File: src/rtl/lcs_pkg.sv
package lcs_pkg;

    localparam int OP_W = 4;

    typedef enum logic [1:0] {
        MODE_STATIC = 2'd0,
        MODE_WRITE  = 2'd1,
        MODE_BUSY   = 2'd2,
        MODE_DONE   = 2'd3
    } mode_e;

    localparam logic [OP_W-1:0] OP_NOP    = 4'h0;
    localparam logic [OP_W-1:0] OP_FLAGS  = 4'h1;
    localparam logic [OP_W-1:0] OP_PLEN   = 4'h2;
    localparam logic [OP_W-1:0] OP_LLEN   = 4'h3;
    localparam logic [OP_W-1:0] OP_WENTER = 4'h4;
    localparam logic [OP_W-1:0] OP_FILL   = 4'h5;
    localparam logic [OP_W-1:0] OP_REPEAT = 4'h6;
    localparam logic [OP_W-1:0] OP_STOP   = 4'h7;

    typedef struct packed {
        logic prefix_high;
        logic prefix_en;
        logic dma_req;
        logic toggle_ext;
        logic free_clk;
    } flags_t;

    typedef struct packed {
        logic set_flags;
        logic set_plen;
        logic set_llen;
        logic wenter;
        logic fill;
        logic rpt;
        logic stop;
        logic word;
    } act_t;

    // Legality of an opcode in a given operating state.
    function automatic logic op_allowed(logic [OP_W-1:0] op, mode_e m);
        case (op)
            OP_NOP, OP_STOP:                     return 1'b1;
            OP_FLAGS, OP_PLEN, OP_LLEN, OP_FILL: return m == MODE_STATIC;
            OP_WENTER:                           return (m == MODE_STATIC) || (m == MODE_DONE);
            OP_REPEAT:                           return m == MODE_DONE;
            default:                             return 1'b0;
        endcase
    endfunction

endpackage

File: src/rtl/lcs_bus_capture.sv
module lcs_bus_capture #(
    parameter int DATA_W = 16
) (
    input  logic              clk,
    input  logic              rst,
    input  logic              cs_n,
    input  logic              wr_n,
    input  logic              dack_n,
    input  logic              cmd_sel,
    input  logic [DATA_W-1:0] data,
    output logic              ev_o,
    output logic              is_cmd_o,
    output logic [DATA_W-1:0] word_o
);
    logic wr_q;

    always_ff @(posedge clk) begin
        if (rst) wr_q <= 1'b1;
        else     wr_q <= wr_n;
    end

    // Rising strobe qualified by chip select or DMA acknowledge.
    assign ev_o     = wr_n & ~wr_q & (~cs_n | ~dack_n);
    assign is_cmd_o = cmd_sel & dack_n;
    assign word_o   = data;

endmodule

File: src/rtl/lcs_cmd_decode.sv
module lcs_cmd_decode
    import lcs_pkg::*;
#(
    parameter int DATA_W = 16,
    parameter int DEPTH  = 320,
    parameter int AW     = $clog2(DEPTH + 1)
) (
    input  logic              ev,
    input  logic              is_cmd,
    input  logic [DATA_W-1:0] word,
    input  mode_e             mode,
    input  logic [AW-1:0]     line_len,
    output act_t              act
);
    localparam logic [AW-1:0] DEPTH_V = AW'(DEPTH);

    logic [OP_W-1:0] op;
    logic [AW-1:0]   len_arg;

    assign op      = word[DATA_W-1 -: OP_W];
    assign len_arg = word[AW-1:0];

    always_comb begin
        act = '0;
        if (ev) begin
            if (!is_cmd) begin
                act.word = (mode == MODE_WRITE);
            end else if (op_allowed(op, mode)) begin
                case (op)
                    OP_FLAGS:  act.set_flags = 1'b1;
                    OP_PLEN:   act.set_plen  = 1'b1;
                    OP_LLEN:   act.set_llen  = (len_arg <= DEPTH_V);
                    OP_WENTER: act.wenter    = (line_len != '0);
                    OP_FILL:   act.fill      = 1'b1;
                    OP_REPEAT: act.rpt       = 1'b1;
                    OP_STOP:   act.stop      = 1'b1;
                    default:   act           = '0;
                endcase
            end
        end
    end

endmodule

File: src/rtl/lcs_sequencer.sv
module lcs_sequencer
    import lcs_pkg::*;
#(
    parameter int DATA_W = 16,
    parameter int AW     = 9,
    parameter int PLEN_W = 8
) (
    input  logic              clk,
    input  logic              rst,
    input  act_t              act,
    input  logic [DATA_W-1:0] word,
    input  logic              line_done,
    output mode_e             mode_q,
    output flags_t            flags_q,
    output logic [PLEN_W-1:0] plen_q,
    output logic [AW-1:0]     llen_q,
    output logic              wr_valid_o,
    output logic [AW-1:0]     wr_addr_o,
    output logic [DATA_W-1:0] wr_data_o,
    output logic              start_o,
    output logic              fill_o,
    output logic              rpt_o,
    output logic              stop_o,
    output logic              dreq_n_o
);
    localparam int FLAG_W = $bits(flags_t);

    logic [AW-1:0] cnt_q;
    logic          last_word;

    assign last_word = (cnt_q == AW'(llen_q - 1'b1));
    assign dreq_n_o  = ~(flags_q.dma_req && (mode_q == MODE_WRITE));

    always_ff @(posedge clk) begin
        if (rst) begin
            mode_q     <= MODE_STATIC;
            flags_q    <= '0;
            plen_q     <= '0;
            llen_q     <= '0;
            cnt_q      <= '0;
            wr_valid_o <= 1'b0;
            wr_addr_o  <= '0;
            wr_data_o  <= '0;
            start_o    <= 1'b0;
            fill_o     <= 1'b0;
            rpt_o      <= 1'b0;
            stop_o     <= 1'b0;
        end else begin
            wr_valid_o <= 1'b0;
            start_o    <= 1'b0;
            fill_o     <= 1'b0;
            rpt_o      <= 1'b0;
            stop_o     <= 1'b0;
            if (act.stop) begin
                mode_q <= MODE_STATIC;
                stop_o <= 1'b1;
                cnt_q  <= '0;
            end else begin
                case (mode_q)
                    MODE_STATIC: begin
                        if (act.set_flags) flags_q <= flags_t'(word[FLAG_W-1:0]);
                        if (act.set_plen)  plen_q  <= word[PLEN_W-1:0];
                        if (act.set_llen)  llen_q  <= word[AW-1:0];
                        if (act.wenter) begin
                            mode_q <= MODE_WRITE;
                            cnt_q  <= '0;
                        end
                        if (act.fill) begin
                            mode_q  <= MODE_BUSY;
                            start_o <= 1'b1;
                            fill_o  <= 1'b1;
                        end
                    end
                    MODE_WRITE: begin
                        if (act.word) begin
                            wr_valid_o <= 1'b1;
                            wr_addr_o  <= cnt_q;
                            wr_data_o  <= word;
                            if (last_word) begin
                                mode_q  <= MODE_BUSY;
                                start_o <= 1'b1;
                                cnt_q   <= '0;
                            end else begin
                                cnt_q <= cnt_q + 1'b1;
                            end
                        end
                    end
                    MODE_BUSY: begin
                        if (line_done) mode_q <= MODE_DONE;
                    end
                    MODE_DONE: begin
                        if (act.rpt) begin
                            mode_q <= MODE_BUSY;
                            rpt_o  <= 1'b1;
                        end else if (act.wenter) begin
                            mode_q <= MODE_WRITE;
                            cnt_q  <= '0;
                        end
                    end
                    default: mode_q <= MODE_STATIC;
                endcase
            end
        end
    end

    a_r7_start_enters_busy: assert property (@(posedge clk) disable iff (rst)
        start_o |-> mode_q == MODE_BUSY);

    a_r10_stop_to_static: assert property (@(posedge clk) disable iff (rst)
        stop_o |-> mode_q == MODE_STATIC);

    a_r9_repeat_from_done: assert property (@(posedge clk) disable iff (rst)
        rpt_o |-> (mode_q == MODE_BUSY) && ($past(mode_q) == MODE_DONE));

    a_r6_addr_in_line: assert property (@(posedge clk) disable iff (rst)
        wr_valid_o |-> wr_addr_o < llen_q);

    a_r8_done_after_busy: assert property (@(posedge clk) disable iff (rst)
        (mode_q == MODE_DONE) && ($past(mode_q) != MODE_DONE) |-> $past(mode_q) == MODE_BUSY);

    a_r4_cfg_frozen: assert property (@(posedge clk) disable iff (rst)
        (mode_q != MODE_STATIC) && ($past(mode_q) != MODE_STATIC)
        |-> $stable(plen_q) && $stable(llen_q) && $stable(flags_q));

endmodule

File: src/rtl/line_ctrl_seq.sv
module line_ctrl_seq
    import lcs_pkg::*;
#(
    parameter int DATA_W = 16,
    parameter int DEPTH  = 320,
    parameter int PLEN_W = 8,
    localparam int AW    = $clog2(DEPTH + 1)
) (
    input  logic              clk,
    input  logic              rst,
    input  logic              bus_cs_n,
    input  logic              bus_wr_n,
    input  logic              bus_cmd_sel,
    input  logic              bus_dack_n,
    input  logic [DATA_W-1:0] bus_data,
    input  logic              line_done_i,
    output logic [1:0]        mode_o,
    output logic              send_busy_o,
    output logic              dreq_n_o,
    output logic              cfg_free_clk_o,
    output logic              cfg_toggle_ext_o,
    output logic              cfg_dma_o,
    output logic              cfg_prefix_en_o,
    output logic              cfg_prefix_high_o,
    output logic [PLEN_W-1:0] prefix_len_o,
    output logic [AW-1:0]     line_len_o,
    output logic              wr_valid_o,
    output logic [AW-1:0]     wr_addr_o,
    output logic [DATA_W-1:0] wr_data_o,
    output logic              start_o,
    output logic              fill_o,
    output logic              repeat_o,
    output logic              stop_o
);
    logic              ev;
    logic              is_cmd;
    logic [DATA_W-1:0] word;
    act_t              act;
    mode_e             mode_q;
    flags_t            flags_q;

    lcs_bus_capture #(.DATA_W(DATA_W)) u_cap (
        .clk(clk), .rst(rst), .cs_n(bus_cs_n), .wr_n(bus_wr_n),
        .dack_n(bus_dack_n), .cmd_sel(bus_cmd_sel), .data(bus_data),
        .ev_o(ev), .is_cmd_o(is_cmd), .word_o(word)
    );

    lcs_cmd_decode #(.DATA_W(DATA_W), .DEPTH(DEPTH), .AW(AW)) u_dec (
        .ev(ev), .is_cmd(is_cmd), .word(word), .mode(mode_q),
        .line_len(line_len_o), .act(act)
    );

    lcs_sequencer #(.DATA_W(DATA_W), .AW(AW), .PLEN_W(PLEN_W)) u_seq (
        .clk(clk), .rst(rst), .act(act), .word(word), .line_done(line_done_i),
        .mode_q(mode_q), .flags_q(flags_q), .plen_q(prefix_len_o),
        .llen_q(line_len_o), .wr_valid_o(wr_valid_o), .wr_addr_o(wr_addr_o),
        .wr_data_o(wr_data_o), .start_o(start_o), .fill_o(fill_o),
        .rpt_o(repeat_o), .stop_o(stop_o), .dreq_n_o(dreq_n_o)
    );

    assign mode_o            = mode_q;
    assign send_busy_o       = (mode_q == MODE_BUSY);
    assign cfg_free_clk_o    = flags_q.free_clk;
    assign cfg_toggle_ext_o  = flags_q.toggle_ext;
    assign cfg_dma_o         = flags_q.dma_req;
    assign cfg_prefix_en_o   = flags_q.prefix_en;
    assign cfg_prefix_high_o = flags_q.prefix_high;

    a_r12_dreq_only_in_write: assert property (@(posedge clk) disable iff (rst)
        !dreq_n_o |-> (mode_o == 2'd1) && cfg_dma_o);

endmodule

File: config.mk
export PLATFORM = sky130hd
export DESIGN_NAME = line_ctrl_seq
export DESIGN_NICKNAME = d
export VERILOG_FILES = /design/src/rtl/lcs_pkg.sv /design/src/rtl/lcs_bus_capture.sv /design/src/rtl/lcs_cmd_decode.sv /design/src/rtl/lcs_sequencer.sv /design/src/rtl/line_ctrl_seq.sv
export SDC_FILE = /design/constraint.sdc
export NUM_CORES = 1
export LEC_CHECK = 0
export ABC_AREA = 1
export CAP_MARGIN = 20
export CORE_ASPECT_RATIO = 2
export CORE_MARGIN = 3
export CORE_UTILIZATION = 49
export DETAILED_ROUTE_END_ITERATION = 7
export PLACE_DENSITY = 0.76
export RECOVER_POWER = 25
export REMOVE_ABC_BUFFERS = 1
export SKIP_LAST_GASP = 1
export SYNTH_ARGS = -nofsm -noshare
export SYNTH_HDL_FRONTEND = slang
export SYNTH_SLANG_ARGS = --single-unit
File: constraint.sdc
create_clock -name clk -period 2.4 [get_ports clk]
set_clock_uncertainty 0.1 [all_clocks]
set_input_delay 0.36 -clock clk [delete_from_list [all_inputs] [get_ports clk]]
set_output_delay 0.36 -clock clk [all_outputs]
set_load 0.05 [all_outputs]
Word level (Yosys, flattened, before mapping)
Cells that the tools add are included.
{ "word_totals": {"out_inout_bits": 56, "register_bits": 64, "inputBits": 23} }
{ "op_classes": {"n_addsub": 2, "eq_ne": 15, "n_reduce_logical": 18, "order_cmp": 1, "n_mux": 33, "bitwise": 12} }
{ "op_table": {"columns": ["op", "n"], "rows": [
  ["two-way mux 9 bit", 4],
  ["one-hot mux 9 bit (3 select lines)", 1],
  ["AND reduction 3 bit", 6],
  ["== test 4 x 3 -> 1 bit, second input constant", 4],
  ["two-way mux 1 bit", 16],
  ["two-way mux 8 bit", 2],
  ["two-way mux 2 bit", 6],
  ["adder 9 x 1 -> 9 bit, second input constant", 1],
  ["== test 9 bit", 1],
  ["less-or-equal comparator 9 bit, second input constant", 1],
  ["nonzero test 9 bit", 1],
  ["OR reduction 3 bit", 3],
  ["subtractor 9 x 1 -> 9 bit, second input constant", 1],
  ["== test 4 x 2 -> 1 bit, second input constant", 2],
  ["NOT 1 bit", 8],
  ["one-hot mux 2 bit (4 select lines)", 1],
  ["two-way mux 7 bit", 1],
  ["inequality test 2 bit, second input constant", 3],
  ["== test 2 bit, second input constant", 2],
  ["== test 4 x 1 -> 1 bit, second input constant", 1],
  ["logical NOT 4 bit", 1],
  ["one-hot mux 1 bit (4 select lines)", 1],
  ["OR reduction 2 bit", 2],
  ["OR reduction 4 bit", 1],
  ["9 further kinds", 11]
]} }

Logic depth before layout (Yosys ltp)
{ "depth": {"depth_word": 11, "depth_mapped": 15} }

Modules after synthesis
From an unflattened synthesis, not the netlist that was laid out.
{ "hier_totals": {"cells_unflattened": 452, "hier_area_um2": 3178.0} }
{ "modules_own_cells": {"columns": ["mod", "area_per_inst_um2", "seq_area_each_um2", "n_inst", "cells_per_inst"], "rows": [
  ["lcs_sequencer", 2693.8, 1261.2, 1, 362],
  ["lcs_cmd_decode", 301.5, 0.0, 1, 63],
  ["lcs_bus_capture", 172.7, 20.0, 1, 25],
  ["line_ctrl_seq", 10.0, 0.0, 1, 2]
]} }

Worst setup path after synthesis
No wires, ideal clock.
{ "synth_path": {"kind": "register to register", "start": "reg u_seq.mode_q[1]", "end": "reg u_seq.mode_q[0]", "n_path_buf": 0, "arrival_ps": 2032, "setup_slack_ps": 155, "path_stages_with_launch": 8, "period_less_slack_ps": 2245, "path_cell_list": "dfxtp_1 ha_1 inv_1 or2_2 nand3_2 nand2_1 nand2_1 nor2_1"} }
{ "synth_via": {"elab_cells_between_ends": 21, "cone_classes": "eq/ne (6); mux (11); reduce/logical (4)"} }
{ "synth_lines": {"columns": ["item", "line_no", "source"], "rows": [
  ["from (decl)", "lcs_sequencer.sv:13", "output mode_e mode_q,"],
  ["from (signal assigned)", "lcs_sequencer.sv:36", "mode_q <= MODE_STATIC;"],
  ["from (signal assigned)", "lcs_sequencer.sv:55", "mode_q <= MODE_STATIC;"],
  ["from (signal assigned)", "lcs_sequencer.sv:65", "mode_q <= MODE_WRITE;"],
  ["== test 2 bit *", null, null],
  ["net send_busy_o", "line_ctrl_seq.sv:18", "output logic send_busy_o,"],
  ["inequality test 2 bit (no line)", null, null],
  ["AND reduction 3 bit (no line)", null, null]
]} }
Mark *: on every way through the listed nets, which the timed path passes. The rest lies on a longest branch. The select of a mux whose other input is x is not followed.
A chain may end at the register's enable or synchronous reset.

Worst setup path in the final report
{ "layout_path": {"start": "reg u_seq.mode_q[0]", "end": "out send_busy_o"} }
{ "layout_via": {"elab_chain_len": 1} }
{ "layout_rtl": {"columns": ["item", "line_no", "source"], "rows": [
  ["== test 2 bit", "line_ctrl_seq.sv:62", "assign send_busy_o = (mode_q == MODE_BUSY);"],
  ["to (decl)", "line_ctrl_seq.sv:18", null]
]} }
Every way passes these cells.

==> results_dict.tcl <==
set metrics [dict create \
    finalInstanceArea_sq_um 4290 \
    power.total_mw 3.12 \
    ys_types 34 \
    chipWidth_um 62.3 \
    syn2layout_area_growth_pct 38.1 \
    hold_class "reg2reg" \
    syn_avg_cell_area_sq_um 6.92 \
    cp_max_fo 4 \
    p_switching_uw 960 \
    maxCapViolations 0 \
    insertion_delay_ns 0.33 \
    dieArea_sq_um 7390 \
    instances_no_fill 622 \
    dp_cells 606 \
    pre_cts_ws_ns 0.0402 \
    synth_top_area_cell "dfxtp_1" \
    seq_power_share_pct 36.2 \
    dr.pass1.iters 4 \
    critPathKind "reg2out" \
    switching_share_pct 30.7 \
    hpwlAfterDp_um 6620 \
    setup_ws_ns 0.0991 \
    synth_edf_count 0 \
    powerDensity_nw_per_um2 728 \
    clock_tree.buffer_depth 2 \
    grt_pass1_wl_um 14600 \
    slew_headroom_pct 35.9 \
    drive_gt1_share_pct 9.85 \
    yosysTopAreaCellShare_pct 41.3 \
    routedWlPerCell_um 14.1 \
    antenna_found_initial 0 \
    rows 40 \
    fin_crit_sh_pct 95.9 \
    grt_util_met3_pct 6.37 \
    status "completed" \
    port_buffers 78 \
    finalSetupViolCount 0 \
    die_h_um 119 \
    synth-seq-cells 64 \
    cts_max_level 3 \
    fillers 532 \
    hold_violations 0 \
    use_met1_pct 23.7 \
    internal_power_mw 2.16 \
    cts_tree "built" \
    detail_route.vias_per_cell 5.02 \
    postCtsSetupBuffers 0 \
    drc_errors 0 \
    ys.flop_type "dfxtp_1" \
    busiest_layer "met2" \
    grt_pass1_vias 3210 \
    cts_root_buf "clkbuf_16" \
    power_frac_clock_pct 41.5 \
    antenna_cells 0 \
    start_util_pct 51.3 \
    gr-usage-all-layers_pct 25.3 \
    cp.required_ns 1.94 \
    cp.arrival_ns 1.84 \
    ys_seq_area_share_pct 41.3 \
    ir_worst_vdd_mv 0.611 \
    max_freq_mhz 435 \
    yosysMostFrequentCell "nand2_1" \
    cts.clk_slew.worst_paths_ns 0.05 \
    period_minus_slack_ns 2.30 \
    synthCells 449 \
    report.final.slew_viol_count 0 \
    cts_sinks 64 \
    tightest_slew_ns 0.962 \
    pwr-share-comb_pct 22.3 \
    io_pins 79 \
    p_leak_nw 1.98 \
    start_kind "flop" \
    grt_overflow 0 \
    grt_max_degree 44 \
    synthesis.area_sq_um 3110 \
    yosys-top-cells-count "nand2_1, nor2_1, dfxtp_1" \
    utilization_pct 70.8 \
    yosys_warnings 0 \
    totalWireLength_um 8800 \
    vias 3125 \
    numCtsBuffers 9 \
    end_kind "output port" \
    nets 562 \
    async_flop_share_pct 0 \
    yosys-top-cells-area "dfxtp_1, nand2_1, nor2_1" \
    core-area_sq_um 6060 \
    drtAntennaViolNets 0 \
    dpl_cell_area_sq_um 3990 \
    drtIter0Drc 151 \
    gp_congestion 0.953 \
    grt_setup_unrepaired "no" \
    use_met2_pct 47.6 \
]
==> power by group through the flow <==
stage | logic (mW) | clock network (mW) | registers, mW
after detailed placement | 0.692 | 0 | 1.15
after CTS | 0.699 | 1.32 | 1.13
after floorplan | 0.388 | 0 | 1.24
after global routing | 0.766 | 1.37 | 1.13
after global placement | 0.690 | 0 | 1.15
final | 0.697 | 1.30 | 1.13
==> per-layer routing <==
layer  wire, um  share of wire, %
met1       3130                36
met2       4850                55
met3        446               5.1
met4        382               4.3
met5          0                 0
==> cells by family after synthesis <==
kind of cell / share of synthesized area [%]
adder cells (fa/ha/maj): 2.42
buffers and inverters: 8.10
flip-flops: 41.3
XOR/XNOR: 1.69
AO/OA/AOI/OAI: 14.2
AND/OR/NAND/NOR: 32.3
==> worst max-delay path, cell delays in order (launching register included) <==
cell,delay [ns]
dfxtp_1,0.34
inv_1,0.14
ha_1,0.22
clkdlybuf4s50_1,0.82
==> layout by cell type, fill, tap and decap left out, drive strengths merged <==
| cell | netlist | layout |
|---|---|---|
| bufinv | 0 | 1 |
| clkinv | 0 | 3 |
| clkinvlp | 0 | 1 |
| dfxtp | 64 | 64 |
| o211ai | 1 | 1 |
| xnor2 | 3 | 3 |
| inv | 49 | 49 |
| or2 | 3 | 3 |
| nand3 | 21 | 21 |
| ha | 6 | 6 |
| clkbuf | 9 | 12 |
| clkdlybuf4s50 | 0 | 50 |
| dlygate4sd3 | 0 | 27 |
| nand3b | 2 | 2 |
| xor2 | 3 | 3 |
| nor2 | 86 | 86 |
| nor3 | 6 | 6 |
| nand4 | 4 | 4 |
| o21bai | 1 | 1 |
| buf | 5 | 9 |
| a31o | 1 | 1 |
| o21ai | 49 | 49 |
| a21oi | 31 | 31 |
| nand2 | 104 | 104 |
| o22ai | 1 | 1 |
==> repair_timing <==
item                                   4_1_cts  5_1_grt
setup endpoints to repair                    0        1
endpoints found under the hold margin        0        0
hold buffers                                 0        0
resized for setup                            0        1
==> sequential cells by signal (all words and copies together), names as in the netlist <==
signal and count:
u_seq.llen_q 9, u_seq.cnt_q 9, u_seq.flags_q 5, u_seq.mode_q 2, u_seq.wr_data_o 16, u_seq.start_o 1
u_seq.wr_addr_o 9, u_seq.stop_o 1, u_seq.wr_valid_o 1, u_seq.plen_q 8, u_seq.fill_o 1, u_seq.rpt_o 1
u_cap.wr_q 1
==> layout make-up <==
type	instances	area, sq um	share of cell area, %
Timing Repair Buffer	87	842	19.6
Clock buffer	11	243	5.66
Tap cell	84	105	2.45
Sequential cell	64	1280	29.9
Multi-Input combinational cell	322	1580	36.8
Clock inverter	5	56.3	1.31
Inverter	49	184	4.29
==> final timing paths <==
kind	start	endpoint	slack [ns]	depth (start not counted)
max	u_seq.mode_q[0]$_SDFFE_PP0P_	send_busy_o	0.1	3
min	u_seq.plen_q[7]$_SDFFE_PP0P_	u_seq.plen_q[7]$_SDFFE_PP0P_	0.41	2
max reg2reg	u_seq.llen_q[1]$_SDFFE_PP0P_	u_seq.mode_q[0]$_SDFFE_PP0P_	0.21	13
min reg2reg	u_seq.plen_q[7]$_SDFFE_PP0P_	u_seq.plen_q[7]$_SDFFE_PP0P_	0.41	2
==> stage by stage <==
step | setup TNS (ns) | hold WS (ns)
2_1_floorplan | -5.33 | 0.338
3_3_place_gp | 0 | 0.369
3_5_place_dp | 0 | 0.392
4_1_cts | 0 | 0.404
5_1_grt | 0 | 0.441
6_report | 0 | 0.407
Note: power is estimated with default switching activity, not from simulation.
